## config.mk

```make
export PLATFORM = sky130hd
export DESIGN_NAME = tuner_pll_prog
export DESIGN_NICKNAME = d
export VERILOG_FILES = /design/src/rtl/tpll_pkg.sv /design/src/rtl/tpll_sync.sv /design/src/rtl/tpll_link.sv /design/src/rtl/tpll_latch.sv /design/src/rtl/tuner_pll_prog.sv
export SDC_FILE = /design/constraint.sdc
export NUM_CORES = 1
export LEC_CHECK = 0
export ABC_AREA = 1
export BUFFER_PORTS_ARGS = -buffer_cell sky130_fd_sc_hd__buf_4
export CAP_MARGIN = 20
export CORE_MARGIN = 4
export CORE_UTILIZATION = 55
export CTS_CLUSTER_DIAMETER = 100
export DETAILED_ROUTE_END_ITERATION = 8
export PLACE_DENSITY = 0.77
export SYNTH_ARGS = -nofsm -noshare
export SYNTH_HDL_FRONTEND = slang
export SYNTH_HIERARCHICAL = 1
export SYNTH_SLANG_ARGS = --single-unit
```

## constraint.sdc

```tcl
create_clock -name clk -period 3.2 [get_ports clk]
set_clock_uncertainty 0.2 [all_clocks]
set_input_delay 0.8 -clock clk [delete_from_list [all_inputs] [get_ports clk]]
set_output_delay 0.8 -clock clk [all_outputs]
set_load 0.05 [all_outputs]
```

## src/rtl/tpll_pkg.sv

```systemverilog
package tpll_pkg;
  localparam int BYTE_W  = 8;
  localparam int RATIO_W = 15;
  localparam int PORT_N  = 5;
  localparam int HI_W    = RATIO_W - BYTE_W;
  localparam logic [4:0] ADDR_FIXED = 5'b11000;

  // byte slots in a transfer
  localparam logic [2:0] SLOT_ADDR  = 3'd0;
  localparam logic [2:0] SLOT_DIVHI = 3'd1;
  localparam logic [2:0] SLOT_DIVLO = 3'd2;
  localparam logic [2:0] SLOT_CTRL  = 3'd3;
  localparam logic [2:0] SLOT_PORT  = 3'd4;
  localparam logic [2:0] SLOT_EXTRA = 3'd5;

  typedef struct packed {
    logic       cp_high;
    logic       div_test;
    logic       cp_off;
    logic       presc_on;
    logic       drive_off;
    logic [1:0] ref_sel;
  } ctrl_t;

  function automatic logic addr_ok(input logic [BYTE_W-1:0] b,
                                   input logic [1:0] sel);
    return (b[7:1] == {ADDR_FIXED, sel}) && (b[0] == 1'b0);
  endfunction

  function automatic ctrl_t decode_ctrl(input logic [BYTE_W-1:0] b);
    ctrl_t c;
    c.cp_high   = b[6];
    c.div_test  = b[5];
    c.cp_off    = b[4];
    c.presc_on  = b[3];
    c.drive_off = b[2];
    c.ref_sel   = b[1:0];
    return c;
  endfunction

  function automatic logic [RATIO_W-1:0] join_ratio(input logic [HI_W-1:0] hi,
                                                    input logic [BYTE_W-1:0] lo);
    return {hi, lo};
  endfunction
endpackage

```

## src/rtl/tpll_sync.sv

```systemverilog
module tpll_sync #(
  parameter int STAGES = 2
) (
  input  logic clk,
  input  logic rst_n,
  input  logic scl_in,
  input  logic sda_in,
  output logic sda_lvl,
  output logic scl_rise,
  output logic scl_fall,
  output logic start_evt,
  output logic stop_evt
);
  logic [STAGES-1:0] scl_sh, sda_sh;
  logic scl_q, sda_q;
  logic scl_lvl;

  always_ff @(posedge clk or negedge rst_n) begin
    if (!rst_n) begin
      scl_sh <= '1;
      sda_sh <= '1;
      scl_q  <= 1'b1;
      sda_q  <= 1'b1;
    end else begin
      scl_sh <= {scl_sh[STAGES-2:0], scl_in};
      sda_sh <= {sda_sh[STAGES-2:0], sda_in};
      scl_q  <= scl_sh[STAGES-1];
      sda_q  <= sda_sh[STAGES-1];
    end
  end

  assign scl_lvl   = scl_sh[STAGES-1];
  assign sda_lvl   = sda_sh[STAGES-1];
  assign scl_rise  = scl_lvl & ~scl_q;
  assign scl_fall  = ~scl_lvl & scl_q;
  assign start_evt = scl_lvl & scl_q & sda_q & ~sda_lvl;
  assign stop_evt  = scl_lvl & scl_q & ~sda_q & sda_lvl;
endmodule

```

## src/rtl/tpll_link.sv

```systemverilog
module tpll_link
  import tpll_pkg::*;
(
  input  logic              clk,
  input  logic              rst_n,
  input  logic              sda_lvl,
  input  logic              scl_rise,
  input  logic              scl_fall,
  input  logic              start_evt,
  input  logic              stop_evt,
  input  logic [1:0]        addr_sel,
  output logic              sda_pull,
  output logic              active,
  output logic [2:0]        slot,
  output logic              byte_done,
  output logic [2:0]        byte_tag,
  output logic [BYTE_W-1:0] byte_val
);
  localparam int CNT_W = $clog2(BYTE_W + 2);
  localparam logic [CNT_W-1:0] LAST_BIT = CNT_W'(BYTE_W - 1);
  localparam logic [CNT_W-1:0] ACK_BIT  = CNT_W'(BYTE_W);
  localparam logic [CNT_W-1:0] ACK_DONE = CNT_W'(BYTE_W + 1);

  logic [BYTE_W-1:0] shreg;
  logic [BYTE_W-1:0] next_byte;
  logic [CNT_W-1:0]  bit_cnt;
  logic              ack_pend;

  assign next_byte = {shreg[BYTE_W-2:0], sda_lvl};

  always_ff @(posedge clk or negedge rst_n) begin
    if (!rst_n) begin
      shreg     <= '0;
      bit_cnt   <= '0;
      ack_pend  <= 1'b0;
      sda_pull  <= 1'b0;
      active    <= 1'b0;
      slot      <= SLOT_ADDR;
      byte_done <= 1'b0;
      byte_tag  <= SLOT_ADDR;
      byte_val  <= '0;
    end else begin
      byte_done <= 1'b0;
      if (start_evt || stop_evt) begin
        active   <= start_evt;
        bit_cnt  <= '0;
        slot     <= SLOT_ADDR;
        sda_pull <= 1'b0;
        ack_pend <= 1'b0;
      end else if (active) begin
        if (scl_rise) begin
          if (bit_cnt < ACK_BIT) begin
            shreg   <= next_byte;
            bit_cnt <= bit_cnt + 1'b1;
            if (bit_cnt == LAST_BIT) begin
              if (slot == SLOT_ADDR) begin
                if (addr_ok(next_byte, addr_sel)) ack_pend <= 1'b1;
                else                              active   <= 1'b0;
              end else begin
                ack_pend  <= 1'b1;
                byte_done <= 1'b1;
                byte_tag  <= slot;
                byte_val  <= next_byte;
              end
            end
          end else if (bit_cnt == ACK_BIT) begin
            bit_cnt <= ACK_DONE;
          end
        end
        if (scl_fall) begin
          if (bit_cnt == ACK_BIT && ack_pend) sda_pull <= 1'b1;
          if (bit_cnt == ACK_DONE) begin
            sda_pull <= 1'b0;
            ack_pend <= 1'b0;
            bit_cnt  <= '0;
            if (slot != SLOT_EXTRA) slot <= slot + 1'b1;
          end
        end
      end
    end
  end
endmodule

```

## src/rtl/tpll_latch.sv

```systemverilog
module tpll_latch
  import tpll_pkg::*;
(
  input  logic               clk,
  input  logic               rst_n,
  input  logic               byte_done,
  input  logic [2:0]         byte_tag,
  input  logic [BYTE_W-1:0]  byte_val,
  output logic               ratio_load,
  output logic               ctrl_load,
  output logic               port_load,
  output logic [RATIO_W-1:0] ratio,
  output ctrl_t              ctrl,
  output logic [PORT_N-1:0]  ports
);
  logic [HI_W-1:0] hi_hold;
  logic            hi_load;

  assign hi_load    = byte_done && byte_tag == SLOT_DIVHI;
  assign ratio_load = byte_done && byte_tag == SLOT_DIVLO;
  assign ctrl_load  = byte_done && byte_tag == SLOT_CTRL;
  assign port_load  = byte_done && byte_tag == SLOT_PORT;

  always_ff @(posedge clk or negedge rst_n) begin
    if (!rst_n) begin
      hi_hold <= '0;
      ratio   <= '0;
      ctrl    <= '0;
      ports   <= '0;
    end else begin
      if (hi_load)    hi_hold <= byte_val[HI_W-1:0];
      if (ratio_load) ratio   <= join_ratio(hi_hold, byte_val);
      if (ctrl_load)  ctrl    <= decode_ctrl(byte_val);
      if (port_load)  ports   <= byte_val[PORT_N-1:0];
    end
  end
endmodule

```

## src/rtl/tuner_pll_prog.sv

```systemverilog
module tuner_pll_prog
  import tpll_pkg::*;
#(
  parameter int SYNC_STAGES = 2
) (
  input  logic               clk,
  input  logic               rst_n,
  input  logic               scl_in,
  input  logic               sda_in,
  input  logic [1:0]         addr_sel,
  output logic               sda_pull,
  output logic [RATIO_W-1:0] divide_ratio,
  output logic               cp_high_current,
  output logic               div_test_route,
  output logic               cp_disable,
  output logic [1:0]         ref_div_sel,
  output logic               prescaler_en,
  output logic               drive_disable,
  output logic [PORT_N-1:0]  port_en
);
  logic sda_lvl, scl_rise, scl_fall, start_evt, stop_evt;
  logic link_active, byte_done;
  logic [2:0] slot, byte_tag;
  logic [BYTE_W-1:0] byte_val;
  logic ratio_load, ctrl_load, port_load;
  ctrl_t ctrl;

  tpll_sync #(.STAGES(SYNC_STAGES)) u_sync (
    .clk(clk), .rst_n(rst_n), .scl_in(scl_in), .sda_in(sda_in),
    .sda_lvl(sda_lvl), .scl_rise(scl_rise), .scl_fall(scl_fall),
    .start_evt(start_evt), .stop_evt(stop_evt)
  );

  tpll_link u_link (
    .clk(clk), .rst_n(rst_n), .sda_lvl(sda_lvl), .scl_rise(scl_rise),
    .scl_fall(scl_fall), .start_evt(start_evt), .stop_evt(stop_evt),
    .addr_sel(addr_sel), .sda_pull(sda_pull), .active(link_active),
    .slot(slot), .byte_done(byte_done), .byte_tag(byte_tag),
    .byte_val(byte_val)
  );

  tpll_latch u_latch (
    .clk(clk), .rst_n(rst_n), .byte_done(byte_done), .byte_tag(byte_tag),
    .byte_val(byte_val), .ratio_load(ratio_load), .ctrl_load(ctrl_load),
    .port_load(port_load), .ratio(divide_ratio), .ctrl(ctrl), .ports(port_en)
  );

  assign cp_high_current = ctrl.cp_high;
  assign div_test_route  = ctrl.div_test;
  assign cp_disable      = ctrl.cp_off;
  assign prescaler_en    = ctrl.presc_on;
  assign drive_disable   = ctrl.drive_off;
  assign ref_div_sel     = ctrl.ref_sel;
endmodule

```

**Yosys cells after proc, flatten, opt, wreduce, memory -nomap -nowiden**

Index checks and enable logic that the tools add are counted.

- Output and inout port bits: 28
- Memories kept: 0
- Register bits: 69
- Latch bits: 0
- ROM bits: 0
- Bits in writable memories: 0

- Div/mod/pow operators: 0
- Mux-type cells: 39
- $lt $le $gt $ge: 1
- Shifts and indexed selects: 0
- Add/sub/neg operators: 2
- Bitwise operators: 13
- $mul: 0
- Eq/ne operators: 9
- Reduce and logical (&&, ||, !) cells: 17

Operators with widths:

| operator | count |
|---|---|
| $mux 4 | 7 |
| $mux 1 | 27 |
| $mux 3 | 5 |
| $eq 4x4->1 const B | 2 |
| $reduce_and 4->1 | 2 |
| $reduce_bool 2->1 | 4 |
| $and 1x1->1 | 7 |
| $eq 7x7->1 | 1 |
| $eq 3x2->1 const B | 2 |
| $logic_and 1x1->1 | 6 |
| $not 1->1 | 6 |
| $reduce_and 6->1 | 1 |
| $add 4x1->4 const B | 1 |
| $eq 4x3->1 const B | 1 |
| $lt 4x4->1 const B | 1 |
| $add 3x1->3 const B | 1 |
| $eq 3x1->1 const B | 1 |
| $eq 3x3->1 const B | 1 |
| $logic_not 3->1 | 1 |
| $ne 3x3->1 const B | 1 |
| $reduce_and 3->1 | 1 |
| $reduce_bool 3->1 | 1 |
| $logic_or 1x1->1 | 1 |

**Longest topological paths before layout**

- Depth after elaboration: 11
- Depth in mapped cells: 10
- Mapped depth without buffers: 10

**Hierarchy**

Netlist, hierarchy kept.

By module, submodules not included:

| module | seq. area each (um^2) | area an instance (um^2) | times used | cells each |
|---|---|---|---|---|
| tpll_link | 725.7 | 1498.9 | 1 | 178 |
| tpll_latch | 850.8 | 1383.8 | 1 | 159 |
| tpll_sync | 157.7 | 198.9 | 1 | 17 |

**Worst setup path after synthesis**

OpenSTA, ideal clock, no wires.

- Kind: flip-flop to flip-flop
- Start point: register u_sync.sda_sh[1]
- End point: register u_link.byte_tag[2]
- Period minus slack after synthesis: 1722 ps
- Setup slack: 1478 ps
- Stages on the path, launching flop included: 11
- Path buffers: 1
- Data arrival time: 1402 ps
- Path through: dfstp_2 > inv_1 > nand2_1 > nor2_1 > nor2_4 > inv_4 > nor2_4 > nand3_2 > buf_6 > nor2_1 > a21oi_2

- Longest elaborated chain between the ends: 5
- Elaborated cells between the ends (all ways): 6
- Classes of those cells: bitwise: 4; reduce/logical: 2

RTL lines:

| element | line | RTL |
|---|---|---|
| from (decl) | tpll_sync.sv:14 | `logic [STAGES-1:0] scl_sh, sda_sh;` |
| from (signal assigned) | tpll_sync.sv:26 | `sda_sh <= {sda_sh[STAGES-2:0], sda_in};` |
| $not 1->1 | tpll_sync.sv:36 | `assign start_evt = scl_lvl & scl_q & sda_q & ~sda_lvl;` |
| $and 1x1->1 | tpll_sync.sv:36 |  |
| net start_evt | tuner_pll_prog.sv:21 | `logic sda_lvl, scl_rise, scl_fall, start_evt, stop_evt;` |
| $logic_or 1x1->1 | tpll_link.sv:44 | `if (start_evt \|\| stop_evt) begin` |
| $not 1->1 (no line) | - |  |
| $reduce_and 6->1 (no line) | - |  |
| to (signal assigned) | tpll_link.sv:62 | `byte_tag <= slot;` |
| to (decl) | tpll_link.sv:16 | `output logic [2:0] byte_tag,` |

The timed path passes the listed nets, and every way through them passes these cells.
A chain may end at the register's enable or synchronous reset.

**Final worst setup path**

- Start point: register u_sync.sda_sh[1]
- End point: register u_link.byte_val[1]

- Longest elaborated chain between the ends: 5
- Elaborated cells between the ends (all ways): 6
- Classes of those cells: bitwise: 4; reduce/logical: 2

RTL lines:

| element | line | RTL |
|---|---|---|
| $not 1->1 | tpll_sync.sv:36 |  |
| $and 1x1->1 | tpll_sync.sv:36 |  |
| net start_evt | tuner_pll_prog.sv:21 |  |
| $logic_or 1x1->1 | tpll_link.sv:44 |  |
| $not 1->1 (no line) | - |  |
| $reduce_and 6->1 (no line) | - |  |
| to (signal assigned) | tpll_link.sv:63 | `byte_val <= next_byte;` |
| to (decl) | tpll_link.sv:17 | `output logic [BYTE_W-1:0] byte_val` |

The timed path passes the listed nets, and every way through them passes these cells.

==> parameters.txt <==
Parameter                              Value

Detailed routing
  Iteration count of the initial detailed-routing pass ... 4
  DRC violation count after routing ... 0
  Final ANT Viol Nets ... 0
  Number of design-rule violations left by the first detailed-router iteration ... approximately 100
  Average detailed-routed wire length per instance ... 12.21 um
  Total wire length ... 5.627 mm
  Via count ... approximately 2300
  Ratio of routed vias to standard cells ... 5.041

Floorplan
  Area of the placeable core ... roughly 5300 sq um
  Height of the die ... 82.72 um
  Number of primary I/O pins ... 34
  Cell Rows ... 26
  Die extent in x ... about 83 um
  Area of the die ... slightly below 7000 sq um
  Starting utilization of the core area ... about three fifths

Cells and area
  FILL cells ... between 400 and 500
  Final Non-Filler Cells ... 461
  Fraction of layout cells with a size suffix above 1 ... between 20% and 30%
  Commonest cells after routing, fill and taps aside ... 109 x nand2_1, 63 x dfrtp_1, 38 x nand3_1
  Area of combinational cells with multiple inputs ... roughly 1100 sq um
  Diode insertion count for antenna repair ... 0
  Area taken by flip-flops and latches ... roughly 1700 sq um
  Number of nets in the layout ... 400
  Most common library cell in the layout ignoring fill and taps ... nand2_1
  Syn-to-layout area delta ... 14.22%

CTS
  Number of clock sinks ... 69
  TritonCTS buffer count ... 9
  Total setup buffers inserted after CTS ... 0
  CTS root buffer ... clkbuf_8
  Worst-Skew Late Latency ... 0.33 ns
  Cts-stage hold buffer count ... 0
  Deepest level of the CTS H-tree ... 3
  Maximum buffer depth of the clock tree ... 2
  Count of cells resized by post-cts repair ... 0
  TritonCTS clock tree ... done
  Clk slew on worst S/H paths ... roughly 0.060 ns

GRT
  Global route total overflow ... 0
  Antenna violations before repair ... 0
  Pin count of the biggest net entering global routing ... 70
  Global-route usage over all layers ... a little under a fifth
  First-pass GRT wire length ... between 9 and 10 mm
  Via count of the first global-routing pass ... 2204

Min path
  Start point of the worst min-delay path ... u_sync/scl_sh[0]$_DFF_PN1_
  Worst hold path depth ... 0
  End point of the worst hold path ... u_sync/scl_sh[1]$_DFF_PN1_
  Hold/Removal Path Class ... reg2reg

Job
  Max cap viols ... 0

STA
  Max transition margin ... around 46%
  Actual transition at the worst max-transition pin ... between 0.8 and 0.9 ns
  Tcrit/Tclk final ... 69.65%
  Max frequency ... around 450 MHz
  Unrepaired setup endpoints after global routing ... no
  Final setup vio count ... 0
  Count of final max-slew check failures ... 0
  Min Tclk post-route ... roughly 2.2 ns
  Post-Route Setup TNS ... 0 ns
  Final Hold Vio Count ... 0

Worst setup path
  Capturing point of the worst reg2reg path ... u_link/byte_val[1]$_DFFE_PN0P_
  Peak fanout along the critical path ... 22
  Critical path required time ... 3.20 ns
  Reg2Reg Depth ... 9
  Startpoint kind of the worst setup timing path ... flop
  Critical Path End Type ... flop
  Origin of the critical flop-to-flop path ... u_sync/sda_sh[1]$_DFF_PN1_
  CP arrival ... 2.23 ns
  WS Path Type ... reg2reg
  Setup slack of the worst register-to-register path ... just under 1 ns

Placed design
  Number of placed cells counting well taps ... around 450
  Total half-perimeter wirelength after legalization and detailed placement ... about 4 mm
  Final Wtd Congestion ... 0.8554
  Port bufs ... 33

Logic synthesis
  Mean instance size in the synthesized netlist ... 8.748 sq um
  Warnings, synthesis ... 6
  Count of mapped cells out of synthesis ... about 350
  Synth Net Count ... approximately 360
  Post-synthesis instance area ... slightly above 3000 sq um

Pwr
  Worst IR drop on VDD ... ~0.36 mV
  Leakage Power ... roughly 1.9 nW
  Power per cell area ... roughly 510 nW/um^2

Outcome
  Result of the run ... completed
-- state kept, by name, indices dropped and copies added, names as in the netlist --
name / flops
u_link/shreg: 7
u_latch/ctrl: 7
u_latch/hi_hold: 7
u_latch/ratio: 15
u_link/byte_tag: 3
u_link/byte_done: 1
u_sync/sda_q: 1
u_link/ack_pend: 1
u_link/slot: 3
u_link/sda_pull: 1
u_sync/scl_sh: 2
u_link/active: 1
u_link/byte_val: 8
u_sync/sda_sh: 2
u_link/bit_cnt: 4
u_sync/scl_q: 1
u_latch/ports: 5
-- area by class of cell --
| type | instances | share of cell area (%) |
|---|---|---|
| flip-flops and latches | 69 | 49.45 |
| multi-input cells | 233 | 32.14 |
| repair buffers | 34 | 7.278 |
| inverters | 41 | 4.460 |
| clock buffers | 11 | 3.746 |
| well taps | 70 | 2.497 |
| clock inverters | 3 | 0.4281 |
-- where the power goes --
part	internal, mW	switching, mW	total (mW)
sequential	0.945	0.0779	1.02
clock	0.269	0.287	0.556
combinational	0.0820	0.142	0.224
-- stage by stage --
step | setup slack [ns] | hold slack [ns] | util, % | power [mW] | instance area (sq um)
6_report | 0.9711 | 0.1616 | 66.55 | 1.803 | 3507
5_1_grt | 0.7592 | 0.1676 | 66.55 | 1.929 | 3507
4_1_cts | 0.9601 | 0.1650 | 66.55 | 1.826 | 3507
3_5_place_dp | 0.9806 | 0.1532 | 63.77 | 1.263 | 3361
3_3_place_gp | 1.081 | 0.1480 | 63.77 | 1.257 | 3361
2_1_floorplan | 1.478 | 0.1452 | - | 1.186 | 3070
-- critical path, cell delays in order, from the launching register on --
cell     delay [ns]
dfstp_2        0.57
inv_1          0.05
nand2_1        0.06
nor2_1         0.07
nor2_4         0.20
inv_4          0.07
nor2_4         0.08
nand3_2        0.43
nor2_1         0.30
a21oi_2        0.05
-- how the worst max path moves through the flow --
stage | startpoint | end | slack [ns] | cells past startpoint
2_1_floorplan | u_sync/sda_sh[1]$_DFF_PN1_ | u_link/byte_tag[2]$_DFFE_PN0P_ | 1.48 | 10
3_3_place_gp | u_sync/sda_sh[1]$_DFF_PN1_ | u_link/byte_val[0]$_DFFE_PN0P_ | 1.08 | 9
3_5_place_dp | u_sync/sda_sh[1]$_DFF_PN1_ | u_link/byte_val[1]$_DFFE_PN0P_ | 0.98 | 9
4_1_cts | u_sync/sda_sh[1]$_DFF_PN1_ | u_link/byte_val[1]$_DFFE_PN0P_ | 0.96 | 9
5_1_grt | u_sync/sda_sh[1]$_DFF_PN1_ | u_link/byte_val[6]$_DFFE_PN0P_ | 0.76 | 9
6_report | u_sync/sda_sh[1]$_DFF_PN1_ | u_link/byte_val[1]$_DFFE_PN0P_ | 0.97 | 9
-- routing by layer --
metal | vias up | global-route usage, % | share of wire [%]
li1 | 1173 | - | -
met1 | 1090 | 24.73 | 46
met2 | 49 | 30.21 | 47
met3 | 12 | 4.555 | 4.6
met4 | 0 | 9.804 | 2.4
met5 | - | 0 | 0
(Power assumes the default switching activity.)
